===== src/rtl/pll_div_pkg.sv =====
package pll_div_pkg;
  localparam int unsigned Y_W         = 6;
  localparam int unsigned PSC_BASE    = 4;
  localparam int unsigned PSC_W       = PSC_BASE + 2;
  localparam int unsigned WIN_W       = Y_W + PSC_W + 2;
  localparam int unsigned OUT_LOG     = 5;
  localparam int unsigned LIMP_LOG    = 5;
  localparam int unsigned LOCK_HITS   = 16;
  localparam int unsigned SYNC_STAGES = 2;
  localparam int unsigned CFG_W       = Y_W + 4;
  localparam int unsigned RD_W        = CFG_W + 1;

  typedef struct packed {
    logic           rst_en;
    logic           z;
    logic           x;
    logic           w;
    logic [Y_W-1:0] y;
  } cfg_t;

  localparam cfg_t CFG_RST = '{rst_en: 1'b0, z: 1'b0, x: 1'b0, w: 1'b0, y: {Y_W{1'b1}}};

  // loss window = 2 x feedback ratio
  function automatic logic [WIN_W-1:0] loss_window(cfg_t c);
    logic [WIN_W-1:0] m;
    m = WIN_W'(c.y) + WIN_W'(1);
    return c.w ? (m << (PSC_BASE + 3)) : (m << (PSC_BASE + 1));
  endfunction
endpackage


===== src/rtl/pll_fb_div.sv =====
module pll_fb_div
  import pll_div_pkg::*;
#(
  parameter int unsigned YW = Y_W,
  parameter int unsigned PB = PSC_BASE
) (
  input  logic          clk_i,
  input  logic          rst_ni,
  input  logic          w_i,
  input  logic [YW-1:0] y_i,
  input  logic          restart_i,
  input  logic [YW-1:0] y_load_i,
  output logic          fb_tick_o,
  output logic          fb_pulse_o
);
  localparam int unsigned PW = PB + 2;
  localparam logic [PW-1:0] PSC_MAX_LO = PW'((1 << PB) - 1);
  localparam logic [PW-1:0] PSC_MAX_HI = PW'((1 << (PB + 2)) - 1);

  logic [PW-1:0] psc_q;
  logic [YW-1:0] ycnt_q;
  logic          psc_tc;

  assign psc_tc    = psc_q == (w_i ? PSC_MAX_HI : PSC_MAX_LO);
  assign fb_tick_o = psc_tc && (ycnt_q == '0);

  always_ff @(posedge clk_i or negedge rst_ni) begin
    if (!rst_ni) begin
      psc_q      <= '0;
      ycnt_q     <= '1;
      fb_pulse_o <= 1'b0;
    end else if (restart_i) begin
      psc_q      <= '0;
      ycnt_q     <= y_load_i;
      fb_pulse_o <= 1'b0;
    end else begin
      fb_pulse_o <= fb_tick_o;
      if (psc_tc) begin
        psc_q  <= '0;
        ycnt_q <= (ycnt_q == '0) ? y_i : ycnt_q - 1'b1;
      end else begin
        psc_q <= psc_q + 1'b1;
      end
    end
  end
endmodule


===== src/rtl/pll_out_div.sv =====
module pll_out_div
  import pll_div_pkg::*;
#(
  parameter int unsigned OL = OUT_LOG,
  parameter int unsigned LL = LIMP_LOG
) (
  input  logic clk_i,
  input  logic rst_ni,
  input  logic x_i,
  input  logic z_i,
  input  logic limp_i,
  output logic sys_clk_o
);
  localparam int unsigned CW = OL - 1;

  function automatic logic [CW-1:0] half_m1(logic [1:0] zx);
    int unsigned lg;
    lg = OL - int'(zx[0]) - 3 * int'(zx[1]);
    return CW'((1 << (lg - 1)) - 1);
  endfunction

  logic [1:0]    sel_act_q;
  logic [CW-1:0] cnt_q;
  logic          ph_q;
  logic [LL-1:0] limp_cnt_q;
  logic          wrap;

  assign wrap = cnt_q == half_m1(sel_act_q);

  // select latched only at end of a full period: no runt phases
  always_ff @(posedge clk_i or negedge rst_ni) begin
    if (!rst_ni) begin
      sel_act_q <= 2'b00;
      cnt_q     <= '0;
      ph_q      <= 1'b0;
    end else if (wrap) begin
      cnt_q <= '0;
      ph_q  <= ~ph_q;
      if (ph_q) sel_act_q <= {z_i, x_i};
    end else begin
      cnt_q <= cnt_q + 1'b1;
    end
  end

  always_ff @(posedge clk_i or negedge rst_ni) begin
    if (!rst_ni) begin
      limp_cnt_q <= '0;
      sys_clk_o  <= 1'b0;
    end else begin
      limp_cnt_q <= limp_cnt_q + 1'b1;
      sys_clk_o  <= limp_i ? limp_cnt_q[LL-1] : ph_q;
    end
  end
endmodule


===== src/rtl/pll_ref_mon.sv =====
module pll_ref_mon
  import pll_div_pkg::*;
#(
  parameter int unsigned SS = SYNC_STAGES,
  parameter int unsigned WW = WIN_W,
  parameter int unsigned LH = LOCK_HITS
) (
  input  logic          clk_i,
  input  logic          rst_ni,
  input  logic          ref_i,
  input  logic          ext_i,
  input  logic          fb_tick_i,
  input  logic          clr_lock_i,
  input  logic          rst_en_i,
  input  logic [WW-1:0] window_i,
  output logic          lock_o,
  output logic          limp_o,
  output logic          expired_o
);
  localparam int unsigned HW = $clog2(LH);
  localparam logic [HW-1:0] HITS_M1 = HW'(LH - 1);

  logic [SS-1:0] sync_q;
  logic          ref_prev_q;
  logic          rise;
  logic [WW-1:0] win_q;
  logic          tick_d_q;
  logic          pend_q;
  logic [HW-1:0] good_q;
  logic          hit, miss, clr, lock_set;

  genvar gi;
  generate
    for (gi = 0; gi < SS; gi++) begin : g_sync
      always_ff @(posedge clk_i or negedge rst_ni) begin
        if (!rst_ni) sync_q[gi] <= 1'b0;
        else         sync_q[gi] <= (gi == 0) ? ref_i : sync_q[(gi == 0) ? 0 : gi - 1];
      end
    end
  endgenerate

  assign rise      = sync_q[SS-1] & ~ref_prev_q;
  assign expired_o = win_q >= window_i;

  // window of +-1 cycle around the terminal count
  assign hit      = (rise && (fb_tick_i || tick_d_q)) || (pend_q && fb_tick_i);
  assign miss     = pend_q && !fb_tick_i;
  assign clr      = clr_lock_i || miss || expired_o;
  assign lock_set = !clr && hit && !lock_o && (good_q == HITS_M1);

  always_ff @(posedge clk_i or negedge rst_ni) begin
    if (!rst_ni) begin
      ref_prev_q <= 1'b0;
      win_q      <= '0;
      tick_d_q   <= 1'b0;
      pend_q     <= 1'b0;
    end else begin
      ref_prev_q <= sync_q[SS-1];
      tick_d_q   <= fb_tick_i;
      pend_q     <= rise && !fb_tick_i && !tick_d_q;
      if (ext_i || rise)   win_q <= '0;
      else if (!expired_o) win_q <= win_q + 1'b1;
    end
  end

  always_ff @(posedge clk_i or negedge rst_ni) begin
    if (!rst_ni) begin
      good_q <= '0;
      lock_o <= 1'b0;
    end else if (clr) begin
      good_q <= '0;
      lock_o <= 1'b0;
    end else if (hit) begin
      if (good_q != HITS_M1) good_q <= good_q + 1'b1;
      if (lock_set)          lock_o <= 1'b1;
    end
  end

  always_ff @(posedge clk_i or negedge rst_ni) begin
    if (!rst_ni)                    limp_o <= 1'b0;
    else if (ext_i || lock_set)     limp_o <= 1'b0;
    else if (expired_o && !rst_en_i) limp_o <= 1'b1;
  end
endmodule


===== src/rtl/pll_div_chain.sv =====
module pll_div_chain
  import pll_div_pkg::*;
(
  input  logic            clk_i,
  input  logic            rst_ni,
  input  logic            ref_i,
  input  logic            ext_clk_i,
  input  logic            wr_en_i,
  input  logic [CFG_W-1:0] wr_data_i,
  output logic [RD_W-1:0] rd_data_o,
  output logic            fb_pulse_o,
  output logic            sys_clk_o,
  output logic            lock_o,
  output logic            limp_o,
  output logic            reset_req_o
);
  cfg_t cfg_q, cfg_d;
  logic wy_chg;
  logic fb_tick;
  logic lock_q;
  logic expired;

  assign cfg_d  = wr_en_i ? cfg_t'(wr_data_i) : cfg_q;
  assign wy_chg = wr_en_i && ({cfg_d.w, cfg_d.y} != {cfg_q.w, cfg_q.y});

  always_ff @(posedge clk_i or negedge rst_ni) begin
    if (!rst_ni) cfg_q <= CFG_RST;
    else         cfg_q <= cfg_d;
  end

  pll_fb_div u_fb (
    .clk_i      (clk_i),
    .rst_ni     (rst_ni),
    .w_i        (cfg_q.w),
    .y_i        (cfg_q.y),
    .restart_i  (wy_chg),
    .y_load_i   (cfg_d.y),
    .fb_tick_o  (fb_tick),
    .fb_pulse_o (fb_pulse_o)
  );

  pll_ref_mon u_mon (
    .clk_i      (clk_i),
    .rst_ni     (rst_ni),
    .ref_i      (ref_i),
    .ext_i      (ext_clk_i),
    .fb_tick_i  (fb_tick),
    .clr_lock_i (wy_chg),
    .rst_en_i   (cfg_q.rst_en),
    .window_i   (loss_window(cfg_q)),
    .lock_o     (lock_q),
    .limp_o     (limp_o),
    .expired_o  (expired)
  );

  pll_out_div u_out (
    .clk_i     (clk_i),
    .rst_ni    (rst_ni),
    .x_i       (cfg_q.x),
    .z_i       (cfg_q.z),
    .limp_i    (limp_o),
    .sys_clk_o (sys_clk_o)
  );

  assign lock_o      = lock_q | ext_clk_i;
  assign reset_req_o = expired & cfg_q.rst_en;
  assign rd_data_o   = {lock_o, cfg_q};
endmodule


===== config.mk =====
export PLATFORM = sky130hd
export DESIGN_NAME = pll_div_chain
export DESIGN_NICKNAME = d
export VERILOG_FILES = /design/src/rtl/pll_div_pkg.sv /design/src/rtl/pll_fb_div.sv /design/src/rtl/pll_out_div.sv /design/src/rtl/pll_ref_mon.sv /design/src/rtl/pll_div_chain.sv
export SDC_FILE = /design/constraint.sdc
export NUM_CORES = 1
export LEC_CHECK = 0
export BUFFER_PORTS_ARGS = -buffer_cell sky130_fd_sc_hd__buf_2
export CAP_MARGIN = 20
export CORE_ASPECT_RATIO = 1.25
export CORE_MARGIN = 1.5
export CORE_UTILIZATION = 25
export CTS_CLUSTER_SIZE = 8
export DETAILED_ROUTE_END_ITERATION = 12
export PLACE_DENSITY_LB_ADDON = 0.15
export SETUP_SLACK_MARGIN = 0.02
export SYNTH_ARGS = -nofsm -noshare
export SYNTH_HDL_FRONTEND = slang
export SYNTH_SLANG_ARGS = --single-unit
export TNS_END_PERCENT = 10

===== constraint.sdc =====
create_clock -name clk_i -period 4 [get_ports clk_i]
set_input_delay 0.4 -clock clk_i [delete_from_list [all_inputs] [get_ports clk_i]]
set_output_delay 0.4 -clock clk_i [all_outputs]
set_load 0.005 [all_outputs]

==> key figures, run 1 <==
STA
  • Hold Violations, Final: 0
  • Crit path setup slack, layout: around 0.38 ns
  • Period utilization: about nine tenths
  • Slew at the pin closest to its max-slew limit: 0.9211 ns
  • RSZ-0062 raised after global routing: false
  • Hold slack: ~0.18 ns
  • Layout Skew: approximately 0.009 ns
  • Fmax: 276.4 MHz
  • Post-layout min period: 3.618 ns
  • Max_slew headroom: 38.59%
  • Slew Limit Fails: 0
  • Setup TNS: 0 ns
  • Final setup violation count: 0

Synthesis
  • Mapped Area: around 0.0034 sq mm
  • Post-synth EDFFs: 0
  • Seq cells post-synth: 61
  • Top FF cell, synth: dfrtp_1
  • Cell count after synthesis: between 300 and 400
  • Synth top area share: a little over a third
  • Synth area leaders: dfrtp_1 36%, dfstp_2 9.2%, ha_1 6.2%
  • Yosys warning total: 0
  • Synth unique cells: approximately 50
  • Async SR Flop Fraction: 100.0%
  • Post-Syn Nets: around 370
  • Sequential area share after synthesis: between 40% and 50%
  • Avg Synthesized Cell Area: approximately 10 sq um
  • Post-synth top area cell: dfrtp_1

Finish
  • Final core utilization: between 30% and 40%
  • Ratio of cells with drive above 1 in the final layout: a little under a quarter
  • Layout area overhead: 16.89%
  • Fillers: around 1400
  • Design area: between 0.003 and 0.004 sq mm
  • # diodes: 0
  • Final nets: about 400

Routing
  • Initial DRC count: 103
  • Via count of the routed design: around 2500
  • DRC: 0
  • WL per Instance: between 10 and 15 um
  • DR pass1 iterations: 4
  • Vias/cell: about 4.6
  • Routed WL: around 7.7 mm
  • ANT nets after route: 0

Power and ir drop
  • Peak supply drop: about 0.19 mV
  • Clk pwr share: between 40% and 50%
  • Reg power frac: between 40 and 50%
  • Pwr/cell area: around 440 mW/mm^2
  • Gate power share: 15.8%
  • P_int: 1272 uW
  • Net Sw Frac: 27.55%
  • Psw: slightly below 500 uW
  • Leak: roughly 0.0018 uW

Clocking
  • Clk slew on worst S/H paths: about 0.05 ns
  • Post-CTS setup buffer count: 0
  • CTS max path bufs: 2
  • CTS tree: done
  • Root Driver: clkbuf_16
  • Cts repair resizes: 0
  • Num Clock Sinks: between 60 and 70
  • CTS Hold Buffers Added: 0
  • CTS buffer count: 9
  • H-tree depth: 3
  • Clock latency on the worst-skew pair: 0.33 ns

Critical path
  • Worst path slowest cell: dfstp_2
  • Maximum fanout along the worst path: 10
  • Worst path required time: 3.60 ns
  • CP startpoint kind: flip-flop
  • Crit path DAT: 3.22 ns
  • WS Path Type: flip-flop to output pin
  • Worst path max stage delay: about 0.60 ns
  • CP cell instances: ha_1 -> nand3_1 -> or3_1 -> ha_1 -> and4_2 -> a21oi_2 -> nand2_4 -> and2_1 -> buf_2
  • Crit path buf inv count: 1
  • Crit path max-delay family: simple AND/OR/NAND/NOR gates
  • Critical path's most frequent cell: ha_1
  • Worst Setup End Kind: output pin

Global route
  • Tot GR Track Use: approximately an eighth
  • Largest net degree at the start of global routing: 40
  • Initial antenna violation count: 0
  • Vias in the first global route: roughly 2600
  • Global-route wire length before repair: around 13 mm
  • Grt total ovfl: 0

Placement
  • Place WS: approximately 0.63 ns
  • HPWL Detailed: 5.629 mm
  • Area after DPL: between 0.003 and 0.004 sq mm
  • Placer congestion estimate: between 0.7 and 0.8
  • # port buffers: 30

Floorplanning
  • Die Span Y: about 130 um
  • Die Footprint: between 0.01 and 0.015 sq mm
  • Die W: ~110 um
  • Initial core utilization: 25.69%
  • I/O pin count: 31
  • # rows: 47
  • Core box area: around 0.013 sq mm

Status
  • Status: finished, final reports clean

Job
  • Max-Cap Viols: 0

Hold path
  • Hold WC Path Type: primary input to flip-flop
synth_stat cells, types with 10 or more instances:
library cell  instances
ha_1                 17
inv_1                15
o21ai_0              10
a21oi_1              19
xnor2_1              13
nand2_1              26
xor2_1               13
nand3_1              18
dfrtp_1              49
dfstp_2              12
nor2_1               37
mux2_2               15
cell usage in the layout (no fill, tap or decap), types with 7 or more instances in the layout:
| cell | n |
|---|---|
| nand3_1 | 18 |
| clkbuf_16 | 9 |
| nor2_1 | 37 |
| dfstp_2 | 12 |
| ha_1 | 17 |
| xnor2_1 | 13 |
| nand4_1 | 7 |
| nor3_1 | 7 |
| mux2_2 | 15 |
| and3_1 | 7 |
| dfrtp_1 | 49 |
| or4_1 | 7 |
| nand2_1 | 26 |
| inv_1 | 15 |
| xor2_1 | 13 |
| a21oi_1 | 19 |
| o21ai_0 | 10 |
| buf_2 | 30 |
per-stage QoR:
step                      std cells  power [uW]
final                           545        1756
after floorplan                 342       968.6
after CTS                       545        1783
after detailed placement        531        1062
after global routing            545        1863
after global placement          531        1058
final cells by class:
class	instances	area, sq um	share of cell area, %
clock buffers	12	256.5	6.426
clock inverters	2	10.01	0.2508
inverters	15	56.30	1.411
multi-input cells	250	1733	43.42
flip-flops and latches	61	1541	38.62
well taps	171	214.0	5.360
repair buffers	34	180.2	4.514
flip-flops by register name (all words and copies together), names as in the netlist:
| signal | count |
|---|---|
| u_out.cnt_q | 4 |
| u_mon.good_q | 4 |
| rd_data_o | 10 |
| u_mon.pend_q | 1 |
| u_fb.ycnt_q | 6 |
| u_fb.fb_pulse_o | 1 |
| u_out.ph_q | 1 |
| u_mon.sync_q | 2 |
| u_out.sys_clk_o | 1 |
| u_mon.limp_o | 1 |
| u_out.sel_act_q | 2 |
| u_mon.lock_o | 1 |
| u_fb.psc_q | 6 |
| u_mon.tick_d_q | 1 |
| u_mon.ref_prev_q | 1 |
| u_mon.win_q | 14 |
| u_out.limp_cnt_q | 5 |
worst paths after layout:
| path | from | endpoint | slack [ns] | cells after the start |
|---|---|---|---|---|
| worst max-delay path | rd_data_o[0]$_DFF_PN1_ | reset_req_o | 0.38 | 9 |
| worst min-delay path | ref_i | u_mon.sync_q[0]$_DFF_PN0_ | 0.18 | 1 |
| worst max register to register | rd_data_o[0]$_DFF_PN1_ | u_mon.win_q[13]$_DFFE_PN0P_ | 0.63 | 9 |
| worst min register to register | u_mon.sync_q[0]$_DFF_PN0_ | u_mon.sync_q[1]$_DFF_PN0_ | 0.35 | 0 |
| max in group asynchronous | rst_ni | u_mon.sync_q[1]$_DFF_PN0_ | 2.94 | 2 |
| min in group asynchronous | rst_ni | u_mon.win_q[10]$_DFFE_PN0P_ | 0.20 | 1 |
worst reg2reg max path: stages (launching register included):
cell,delay (ns)
dfstp_2,0.60
ha_1,0.25
nand3_1,0.15
or3_1,0.39
ha_1,0.33
and4_2,0.26
a21oi_2,0.44
nand4_4,0.21
or4_1,0.51
a21oi_1,0.16
power by group through the flow:
stage | combinational, uW | sequential (uW) | clock [uW]
2_1_floorplan | 216 | 752 | 0
3_3_place_gp | 282 | 775 | 0
3_5_place_dp | 283 | 778 | 0
4_1_cts | 286 | 770 | 727
5_1_grt | 327 | 783 | 754
6_report | 278 | 770 | 709
layer usage:
| layer | share of wire (%) | vias up | wire length, um | global-route usage [%] |
|---|---|---|---|---|
| li1 | - | 1260 | - | - |
| met1 | 44 | 1218 | 3390 | 14.94 |
| met2 | 51 | 34 | 3905 | 19.78 |
| met3 | 3.1 | 9 | 235 | 2.593 |
| met4 | 1.7 | 0 | 131 | 5.190 |
| met5 | 0 | - | 0 | 0 |
cells by family (layout without fill, tap and decap cells):
| group | Yosys count | in the layout | synth area share [%] |
|---|---|---|---|
| and+or+nand+nor | 130 | 130 | 19.71 |
| DFF | 61 | 61 | 45.14 |
| AOI/OAI and AO/OA | 57 | 57 | 11.73 |
| buffers and inverters | 31 | 63 | 4.104 |
| xor gates and xnor gates | 26 | 26 | 6.669 |
| muxes | 20 | 20 | 6.413 |
| adders and majority gates | 17 | 17 | 6.229 |
Power figures use the tool's default switching activity.
==> run 2: changes to the inputs <==
==> constraint.sdc (replaced) <==
create_clock -name clk_i -period 3.03 [get_ports clk_i]
set_input_delay 0.4545 -clock clk_i [delete_from_list [all_inputs] [get_ports clk_i]]
set_output_delay 0.4545 -clock clk_i [all_outputs]
set_load 0.005 [all_outputs]
==> run 2 against run 1 <==
Net effect:
- combinational power increased by 55%
- hold slack better by 0.048 ns
- register-to-register slack got worse by 0.49 ns
- via count increased by 5.7%
- critical path type unchanged
- clock skew decreased by 0.0039 ns
- worst setup slack lost 0.36 ns
- final area is 7.4% higher
==> key figures, run 2 (synthesis results as in run 1) <==
Placement
  • Area after DPL: 0.003844 sq mm
  • Place WS: between 0.06 and 0.07 ns
  • # port buffers: 30
  • HPWL Detailed: ~6 mm
  • Placer congestion estimate: between 0.7 and 0.8

Critical path
  • Worst Setup End Kind: output pin
  • Maximum fanout along the worst path: 4
  • Crit path DAT: between 2 and 3 ns
  • WS Path Type: flip-flop to output pin
  • CP startpoint kind: flip-flop
  • Worst path required time: between 2 and 3 ns

STA
  • Slew Limit Fails: 0
  • Setup TNS: 0 ns
  • Hold Violations, Final: 0
  • Fmax: 332.3 MHz
  • Crit path setup slack, layout: around 0.021 ns
  • RSZ-0062 raised after global routing: true
  • Period utilization: slightly below 100%
  • Post-layout min period: around 3 ns
  • Slew at the pin closest to its max-slew limit: approximately 0.55 ns
  • Max_slew headroom: a little over three fifths
  • Layout Skew: approximately 0.0052 ns
  • Hold slack: approximately 0.23 ns
  • Final setup violation count: 0

Clocking
  • Clk slew on worst S/H paths: roughly 0.060 ns
  • Clock latency on the worst-skew pair: 0.33 ns
  • H-tree depth: 3
  • Root Driver: clkbuf_16
  • CTS max path bufs: 2
  • CTS buffer count: 9
  • Num Clock Sinks: 61
  • CTS tree: done

Job
  • Max-Cap Viols: 0

Global route
  • Initial antenna violation count: 0
  • Grt total ovfl: 0
  • Vias in the first global route: between 2000 and 3000
  • Largest net degree at the start of global routing: 32
  • Global-route wire length before repair: ~14 mm
  • Tot GR Track Use: roughly 12%

Finish
  • FF/Latch Area: between 0.0015 and 0.002 sq mm
  • Design area: 0.004288 sq mm
  • Fillers: between 1000 and 1500
  • # diodes: 0
  • Commonest cells after routing, fill and taps aside: 49 x dfrtp_1, 37 x nor2_1, 29 x buf_2
  • Layout area overhead: 25.58%
  • Area of the multi-input gates: roughly 0.0018 sq mm
  • Final nets: approximately 420
  • Commonest non-fill, non-tap cell in the layout: dfrtp_1
  • Ratio of cells with drive above 1 in the final layout: between 20% and 30%
  • Final core utilization: 32.26%
  • Max reg flops: 14
  • Top reg by flops: u_mon.win_q

Floorplanning
  • # rows: 47
  • Die W: roughly 110 um
  • Die Span Y: around 130 um
  • Die Footprint: 0.01437 sq mm
  • Core box area: 0.01329 sq mm
  • Initial core utilization: roughly a quarter
  • I/O pin count: 31

Power and ir drop
  • Leak: approximately 0.0019 uW
  • Pwr/cell area: slightly below 600 mW/mm^2
  • Peak supply drop: around 0.22 mV

Routing
  • WL per Instance: 14.43 um
  • Vias/cell: ~4.7
  • DRC: 0
  • Via count of the routed design: about 2700
  • Initial DRC count: 79
  • DR pass1 iterations: 4
  • Routed WL: roughly 8.2 mm
  • ANT nets after route: 0

Status
  • Status: finished, final reports clean

Hold path
  • Hold WC Path Type: primary input to flip-flop
==> run 2: cell count changes in the layout (fill, tap and decap cells not counted), sizes merged <==
| cell | before | now |
|---|---|---|
| clkbuf | 12 | 9 |
| dlygate4sd3 | 0 | 1 |
| bufinv | 0 | 2 |
| buf | 34 | 53 |
| inv | 15 | 16 |
| clkinv | 2 | 3 |
| clkinvlp | 0 | 1 |
==> run 2: worst max-delay path: stages (launching register included) <==
cell     delay (ns)
dfstp_2        0.56
ha_4           0.16
nand3_2        0.10
or3_1          0.42
ha_4           0.24
and4_4         0.19
a32oi_4        0.22
nand2_4        0.08
and2_4         0.16
buf_6          0.10
==> run 2: final timing paths <==
kind	startpoint	end	slack [ns]	depth (start not counted)
min in group asynchronous	rst_ni	u_mon.win_q[3]$_DFFE_PN0P_	0.54	2
worst max register to register	rd_data_o[0]$_DFF_PN1_	u_mon.win_q[11]$_DFFE_PN0P_	0.14	10
worst min register to register	u_mon.sync_q[0]$_DFF_PN0_	u_mon.sync_q[1]$_DFF_PN0_	0.35	0
worst min-delay path	ref_i	u_mon.sync_q[0]$_DFF_PN0_	0.23	1
max in group asynchronous	rst_ni	rd_data_o[2]$_DFF_PN1_	1.73	3
worst max-delay path	rd_data_o[0]$_DFF_PN1_	reset_req_o	0.02	9
==> run 2: routing by layer <==
layer	part of all wire [%]	vias up	GRT usage [%]	wire length, um
met4	1.8	0	5.629	144
met1	42	1316	14.55	3478
met5	0	-	0	0
li1	-	1310	-	-
met3	2.5	8	2.935	204
met2	53	30	21.51	4357
==> run 2: timing repair <==
item	CTS	global route
buffers inserted	6	0
endpoints found under the setup margin	1	9
hold buffers	1	0
pin swaps	10	2
gates resized for setup	10	3
endpoints found under the hold margin	9	0
==> run 2: power by group <==
| part | total [uW] | switching, uW | internal, uW |
|---|---|---|---|
| sequential | 1000 | 84.1 | 915 |
| combinational | 430 | 218 | 213 |
| clock | 1120 | 393 | 724 |
| total | 2550 | 695 | 1850 |
==> run 2: cell type report <==
| cell class | instances | area share [%] |
|---|---|---|
| Tap cell | 171 | 4.990 |
| Sequential cell | 61 | 35.95 |
| Clock buffer | 9 | 5.252 |
| Multi-Input combinational cell | 250 | 42.19 |
| Inverter | 15 | 1.313 |
| Clock inverter | 7 | 2.305 |
| Timing Repair Buffer | 54 | 7.995 |
==> run 2: stage by stage <==
step	cells	total power, uW
global placement	544	1423
finish	567	2547
global route	567	2699
detailed placement	544	1431
CTS	567	2594
floorplan	342	1287
